$ cat config.mk
export PLATFORM = sky130hd
export DESIGN_NAME = raster_timing_gen
export DESIGN_NICKNAME = d
export VERILOG_FILES = /design/src/rtl/rtg_pkg.sv /design/src/rtl/rtg_axis.sv /design/src/rtl/rtg_regs.sv /design/src/rtl/raster_timing_gen.sv
export SDC_FILE = /design/constraint.sdc
export NUM_CORES = 1
export LEC_CHECK = 0
export ABC_AREA = 1
export BUFFER_PORTS_ARGS = -buffer_cell sky130_fd_sc_hd__buf_4
export CELL_PAD_IN_SITES_DETAIL_PLACEMENT = 0
export CELL_PAD_IN_SITES_GLOBAL_PLACEMENT = 1
export CORE_ASPECT_RATIO = 1.4
export CORE_MARGIN = 2
export CORE_UTILIZATION = 28
export CTS_CLUSTER_DIAMETER = 80
export CTS_CLUSTER_SIZE = 16
export DETAILED_ROUTE_END_ITERATION = 8
export GPL_TIMING_DRIVEN = 1
export HOLD_SLACK_MARGIN = 0.12
export PLACE_DENSITY = 0.53
export SYNTH_ARGS = -nofsm -noshare
export SYNTH_HDL_FRONTEND = slang
export SYNTH_HIERARCHICAL = 1
export SYNTH_SLANG_ARGS = --single-unit
export TNS_END_PERCENT = 5
$ cat constraint.sdc
create_clock -name clk -period 7 [get_ports clk]
set_input_delay 1.4 -clock clk [delete_from_list [all_inputs] [get_ports clk]]
set_output_delay 1.4 -clock clk [all_outputs]
set_load 0.01 [all_outputs]
$ cat src/rtl/rtg_pkg.sv
package rtg_pkg;
  localparam int POS_W   = 16;
  localparam int REG_W   = 2 * POS_W;
  localparam int COL_W   = 24;
  localparam int N_AXIS  = 2;
  localparam int N_TWORD = 3 * N_AXIS;

  localparam int A_SYNC  = N_TWORD;
  localparam int A_UPD   = N_TWORD + 1;
  localparam int A_IEN   = N_TWORD + 2;
  localparam int A_ISTAT = N_TWORD + 3;
  localparam int A_BG    = N_TWORD + 4;

  typedef struct packed {
    logic [POS_W-1:0] total;
    logic [POS_W-1:0] sync_end;
    logic [POS_W-1:0] brd_lead;
    logic [POS_W-1:0] act_start;
    logic [POS_W-1:0] brd_trail;
    logic [POS_W-1:0] front_start;
  } axis_cfg_t;

  function automatic axis_cfg_t unpack_axis(input logic [REG_W-1:0] w0,
                                            input logic [REG_W-1:0] w1,
                                            input logic [REG_W-1:0] w2);
    axis_cfg_t c;
    c.sync_end    = w0[POS_W-1:0];
    c.total       = w0[REG_W-1:POS_W];
    c.act_start   = w1[POS_W-1:0];
    c.brd_lead    = w1[REG_W-1:POS_W];
    c.front_start = w2[POS_W-1:0];
    c.brd_trail   = w2[REG_W-1:POS_W];
    return c;
  endfunction
endpackage

$ cat src/rtl/rtg_axis.sv
module rtg_axis
  import rtg_pkg::*;
(
  input  logic             clk,
  input  logic             rst_n,
  input  logic             run,
  input  logic             step,
  input  axis_cfg_t        cfg,
  output logic [POS_W-1:0] pos,
  output logic             carry,
  output logic             sync_raw,
  output logic             de_raw,
  output logic             vis_raw,
  output logic             plane_raw
);
  logic last;

  assign last      = (pos >= cfg.total - POS_W'(1));
  assign carry     = run && step && last;
  assign sync_raw  = (pos < cfg.sync_end);
  assign de_raw    = (pos >= cfg.brd_lead) && (pos < cfg.front_start);
  assign vis_raw   = (pos >= cfg.act_start) && (pos < cfg.front_start);
  assign plane_raw = (pos >= cfg.brd_lead) && (pos < cfg.brd_trail);

  always_ff @(posedge clk or negedge rst_n) begin
    if (!rst_n)     pos <= '0;
    else if (!run)  pos <= '0;
    else if (step)  pos <= last ? '0 : pos + POS_W'(1);
  end
endmodule

$ cat src/rtl/rtg_regs.sv
module rtg_regs
  import rtg_pkg::*;
#(
  parameter int ADDR_W = 4
) (
  input  logic                         clk,
  input  logic                         rst_n,
  input  logic                         we,
  input  logic [ADDR_W-1:0]            addr,
  input  logic [REG_W-1:0]             wdata,
  input  logic                         vb_start,
  output axis_cfg_t [N_AXIS-1:0]       act_cfg,
  output logic                         pwr_down,
  output logic                         sync_en,
  output logic                         blank_pol,
  output logic                         int_en,
  output logic                         irq_stat,
  output logic [2:0]                   upd_ctl,
  output logic [COL_W-1:0]             bg_col,
  output logic [REG_W-1:0]             rdata
);
  logic [N_TWORD-1:0][REG_W-1:0] shadow;
  logic [N_TWORD-1:0][REG_W-1:0] active;
  logic commit, hit_sync, hit_upd, hit_ien, hit_istat, hit_bg;

  assign commit    = !upd_ctl[0] && upd_ctl[1] && upd_ctl[2] && vb_start;
  assign hit_sync  = we && (addr == ADDR_W'(A_SYNC));
  assign hit_upd   = we && (addr == ADDR_W'(A_UPD));
  assign hit_ien   = we && (addr == ADDR_W'(A_IEN));
  assign hit_istat = we && (addr == ADDR_W'(A_ISTAT));
  assign hit_bg    = we && (addr == ADDR_W'(A_BG));

  for (genvar w = 0; w < N_TWORD; w++) begin : g_word
    always_ff @(posedge clk or negedge rst_n) begin
      if (!rst_n) begin
        shadow[w] <= '0;
        active[w] <= '0;
      end else begin
        if (we && (addr == ADDR_W'(w))) shadow[w] <= wdata;
        if (upd_ctl[0] || commit)       active[w] <= shadow[w];
      end
    end
  end

  for (genvar a = 0; a < N_AXIS; a++) begin : g_cfg
    assign act_cfg[a] = unpack_axis(active[3*a], active[3*a+1], active[3*a+2]);
  end

  always_ff @(posedge clk or negedge rst_n) begin
    if (!rst_n) begin
      pwr_down  <= 1'b1;
      sync_en   <= 1'b0;
      blank_pol <= 1'b1;
      upd_ctl   <= '0;
      int_en    <= 1'b0;
      irq_stat  <= 1'b0;
      bg_col    <= '0;
    end else begin
      if (hit_sync) {blank_pol, sync_en, pwr_down} <= wdata[2:0];
      if (hit_upd)     upd_ctl    <= wdata[2:0];
      else if (commit) upd_ctl[2] <= 1'b0;
      if (hit_ien) int_en <= wdata[0];
      if (hit_bg)  bg_col <= wdata[COL_W-1:0];
      irq_stat <= (irq_stat && !(hit_istat && wdata[0])) || vb_start;
    end
  end

  always_comb begin
    rdata = '0;
    for (int w = 0; w < N_TWORD; w++)
      if (addr == ADDR_W'(w)) rdata = shadow[w];
    if (addr == ADDR_W'(A_SYNC))  rdata = REG_W'({blank_pol, sync_en, pwr_down});
    if (addr == ADDR_W'(A_UPD))   rdata = REG_W'(upd_ctl);
    if (addr == ADDR_W'(A_IEN))   rdata = REG_W'(int_en);
    if (addr == ADDR_W'(A_ISTAT)) rdata = REG_W'(irq_stat);
    if (addr == ADDR_W'(A_BG))    rdata = REG_W'(bg_col);
  end
endmodule

$ cat src/rtl/raster_timing_gen.sv
module raster_timing_gen
  import rtg_pkg::*;
#(
  parameter int ADDR_W = 4
) (
  input  logic              clk,
  input  logic              rst_n,
  input  logic              reg_we,
  input  logic [ADDR_W-1:0] reg_addr,
  input  logic [REG_W-1:0]  reg_wdata,
  output logic [REG_W-1:0]  reg_rdata,
  output logic              hsync,
  output logic              vsync,
  output logic              blank,
  output logic              de,
  output logic [COL_W-1:0]  bg_pixel,
  output logic              vfetch_stb,
  output logic              vevent_stb,
  output logic              irq
);
  axis_cfg_t [N_AXIS-1:0] act_cfg;
  logic pwr_down, sync_en, blank_pol, int_en, irq_stat;
  logic [2:0]       upd_ctl;
  logic [COL_W-1:0] bg_col;
  logic [N_AXIS:0]  carry;
  logic [N_AXIS-1:0][POS_W-1:0] pos_a;
  logic [N_AXIS-1:0] sync_a, de_a, vis_a, plane_a;
  logic [POS_W-1:0] hpos, vpos;
  logic run, line_start, vb_start, visible, in_plane, frame_end;

  assign run      = !pwr_down;
  assign carry[0] = 1'b1;

  for (genvar a = 0; a < N_AXIS; a++) begin : g_axis
    rtg_axis u_axis (
      .clk      (clk),
      .rst_n    (rst_n),
      .run      (run),
      .step     (carry[a]),
      .cfg      (act_cfg[a]),
      .pos      (pos_a[a]),
      .carry    (carry[a+1]),
      .sync_raw (sync_a[a]),
      .de_raw   (de_a[a]),
      .vis_raw  (vis_a[a]),
      .plane_raw(plane_a[a])
    );
  end

  assign hpos       = pos_a[0];
  assign vpos       = pos_a[N_AXIS-1];
  assign frame_end  = carry[N_AXIS];
  assign line_start = run && (hpos == '0);
  assign vb_start   = line_start && (vpos == act_cfg[N_AXIS-1].front_start);

  rtg_regs #(.ADDR_W(ADDR_W)) u_regs (
    .clk      (clk),
    .rst_n    (rst_n),
    .we       (reg_we),
    .addr     (reg_addr),
    .wdata    (reg_wdata),
    .vb_start (vb_start),
    .act_cfg  (act_cfg),
    .pwr_down (pwr_down),
    .sync_en  (sync_en),
    .blank_pol(blank_pol),
    .int_en   (int_en),
    .irq_stat (irq_stat),
    .upd_ctl  (upd_ctl),
    .bg_col   (bg_col),
    .rdata    (reg_rdata)
  );

  assign visible    = run && (&vis_a);
  assign in_plane   = &plane_a;
  assign hsync      = run && sync_en && sync_a[0];
  assign vsync      = run && sync_en && sync_a[N_AXIS-1];
  assign de         = run && (&de_a);
  assign blank      = blank_pol ? !visible : visible;
  assign bg_pixel   = (visible && !in_plane) ? bg_col : '0;
  assign vfetch_stb = line_start && (vpos == act_cfg[N_AXIS-1].sync_end);
  assign vevent_stb = line_start && (vpos == act_cfg[N_AXIS-1].brd_trail);
  assign irq        = irq_stat && int_en;
endmodule

==> results.toml <==
[synth]
synth_area_sq_mm = 0.0255
yosys_warnings = 6
syn_avg_cell_area_sq_um = 8.43
syn_inst = 3024

[routing]
dr_wl_met3_mm = 3.36
via_per_inst = 4.71
totalWireLength_mm = 85.4
dr_wl_met2_mm = 40.7
detail-route-antenna-nets = 0
drc_errors = 0
dr.pass1.iters = 5
dr_total_vias = 20200
drtIter0Drc = 1428
top_layer = "met4"
wl_per_cell_um = 19.9
wl_met1_mm = 39.1

[timing]
fin_crit_sh_pct = 73.3
whs_ns = 0.493
slew_headroom_pct = 15.3
hold_viol = 0
tns_ns = 0
final_max_slew_viol_count = 0
setup_viol = 0
max_freq_mhz = 195
final.setup_skew_ns = 0.0278
rsz0062_at_grt = "no"
tightestPinTransition_ns = 1.27
layout_min_cycle_time_ns = 5.13

[cells_and_area]
fill_cells = 9424
finalNetCount = 3327
antenna_cells = 0
layout-drive-gt1-share_pct = 14.3
fin_area_sq_mm = 0.0286
final_cells = 4300
syn_to_final_growth_pct = 12.3
layout_commonest_cell = "nand2_1"
utilization_pct = 31.8
final_cell_mix = "837 x nand2_1, 446 x dfrtp_1, 352 x inv_1"

[floorplan]
die_area_sq_mm = 0.0935
core_area_sq_mm = 0.0899
core.rowCount = 130
die_h_um = 361
die_x_um = 259
ios = 102
start_util_pct = 28.3

[global_route]
grt_pass1_vias = 20100
grt_pass1_wl_mm = 129
grt_max_degree = 164
grt_overflow = 0
antenna_found_initial = 3
track_usage_pct = 18.4

[clock_tree]
cts_hold_buf = 0
clock-sinks = 448
cts.clk_slew.worst_paths_ns = 0.07
post_cts_buffers = 0
clockBufferDepth = 3
clockRootBuffer = "clkbuf_16"
cts_buffers = 37
h-tree-depth = 2
worstSkewPairLatency_ns = 0.59
cts_tree = "built"
post_cts_resized = 0

[job]
drv_cap = 0

[setup_path]
crit_type = "in2out"
cp_max_fo = 18
start_kind = "input pin"
critPathArrivalTime_ns = 3.73
worstPathRequired_ns = 5.60
worstSetupEndpointType = "output port"

[hold_path]
hp-class = "reg2reg"

[pwr]
p_leak_uw = 0.0144
p_per_area_mw_per_mm2 = 329
peakVddDrop_v = 0.000152

[place]
routabilityCongestion = 0.831
dpl.cell_count = 4247
numPortBuffers = 101
place_area_sq_mm = 0.0275
hpwlAfterDp_mm = 62.1

[outcome]
status = "finished clean"
-- where the power goes --
| part | switching, uW | internal, uW | total, uW |
|---|---|---|---|
| clock | 1060 | 1060 | 2120 |
| combinational | 1710 | 1390 | 3100 |
| sequential | 798 | 3390 | 4190 |
-- area by class of cell --
| cell class | count | area (sq um) | area share, % |
|---|---|---|---|
| sequential | 448 | 11200 | 39.2 |
| inverter | 361 | 1360 | 4.73 |
| clock inverter | 10 | 119 | 0.415 |
| multi-input combinational | 2121 | 12400 | 43.5 |
| clock buffer | 43 | 991 | 3.46 |
| timing repair buffer | 129 | 1010 | 3.54 |
| tap | 1188 | 1490 | 5.19 |
-- registers in the layout (all words and copies together) (netlist names) --
name / flops
u_regs/act_cfg: 192
u_regs/shadow: 192
g_axis.u_axis/pos: 32
u_regs/bg_col: 24
u_regs/upd_ctl: 3
u_regs/blank_pol: 1
u_regs/int_en: 1
u_regs/irq_stat: 1
u_regs/pwr_down: 1
u_regs/sync_en: 1
-- routing by layer --
layer	global-route usage [%]	up-vias
li1	-	9934
met1	24.9	9812
met2	30.7	393
met3	2.33	94
met4	5.10	0
met5	0	-
-- per-stage QoR --
stage          power (uW)  worst slack [ns]
3_3_place_gp         7290              1.91
5_1_grt             10200              1.70
6_report             9410              1.87
2_1_floorplan        6300              3.27
3_5_place_dp         7380              1.92
4_1_cts              9560              1.87
-- critical path, cell delays in order --
cell and delay, ns:
buf_4 0.13, inv_2 0.07, nand2_2 0.10, nor2_2 0.75
buf_4 0.39, nand2_1 0.08, nand2_1 0.07, inv_1 0.05
nand2_1 0.13, nor2_1 0.06, o21ai_1 0.21, nand2_1 0.09
nand2_1 0.07, buf_4 0.12
-- final timing paths --
check	to	cells past startpoint	start	slack, ns
worst max-delay path	reg_rdata[13]	14	reg_addr[3]	1.87
worst min-delay path	u_regs/upd_ctl[0]	2	u_regs/upd_ctl[0]	0.49
worst max register to register	u_regs/act_cfg[169]	12	g_axis[1].u_axis/pos[8]	2.66
worst min register to register	u_regs/upd_ctl[0]	2	u_regs/upd_ctl[0]	0.49
max in group asynchronous	u_regs/act_cfg[61]	2	rst_n	4.74
min in group asynchronous	u_regs/act_cfg[5]	1	rst_n	0.79
Note: power is estimated with default switching activity, not from simulation.
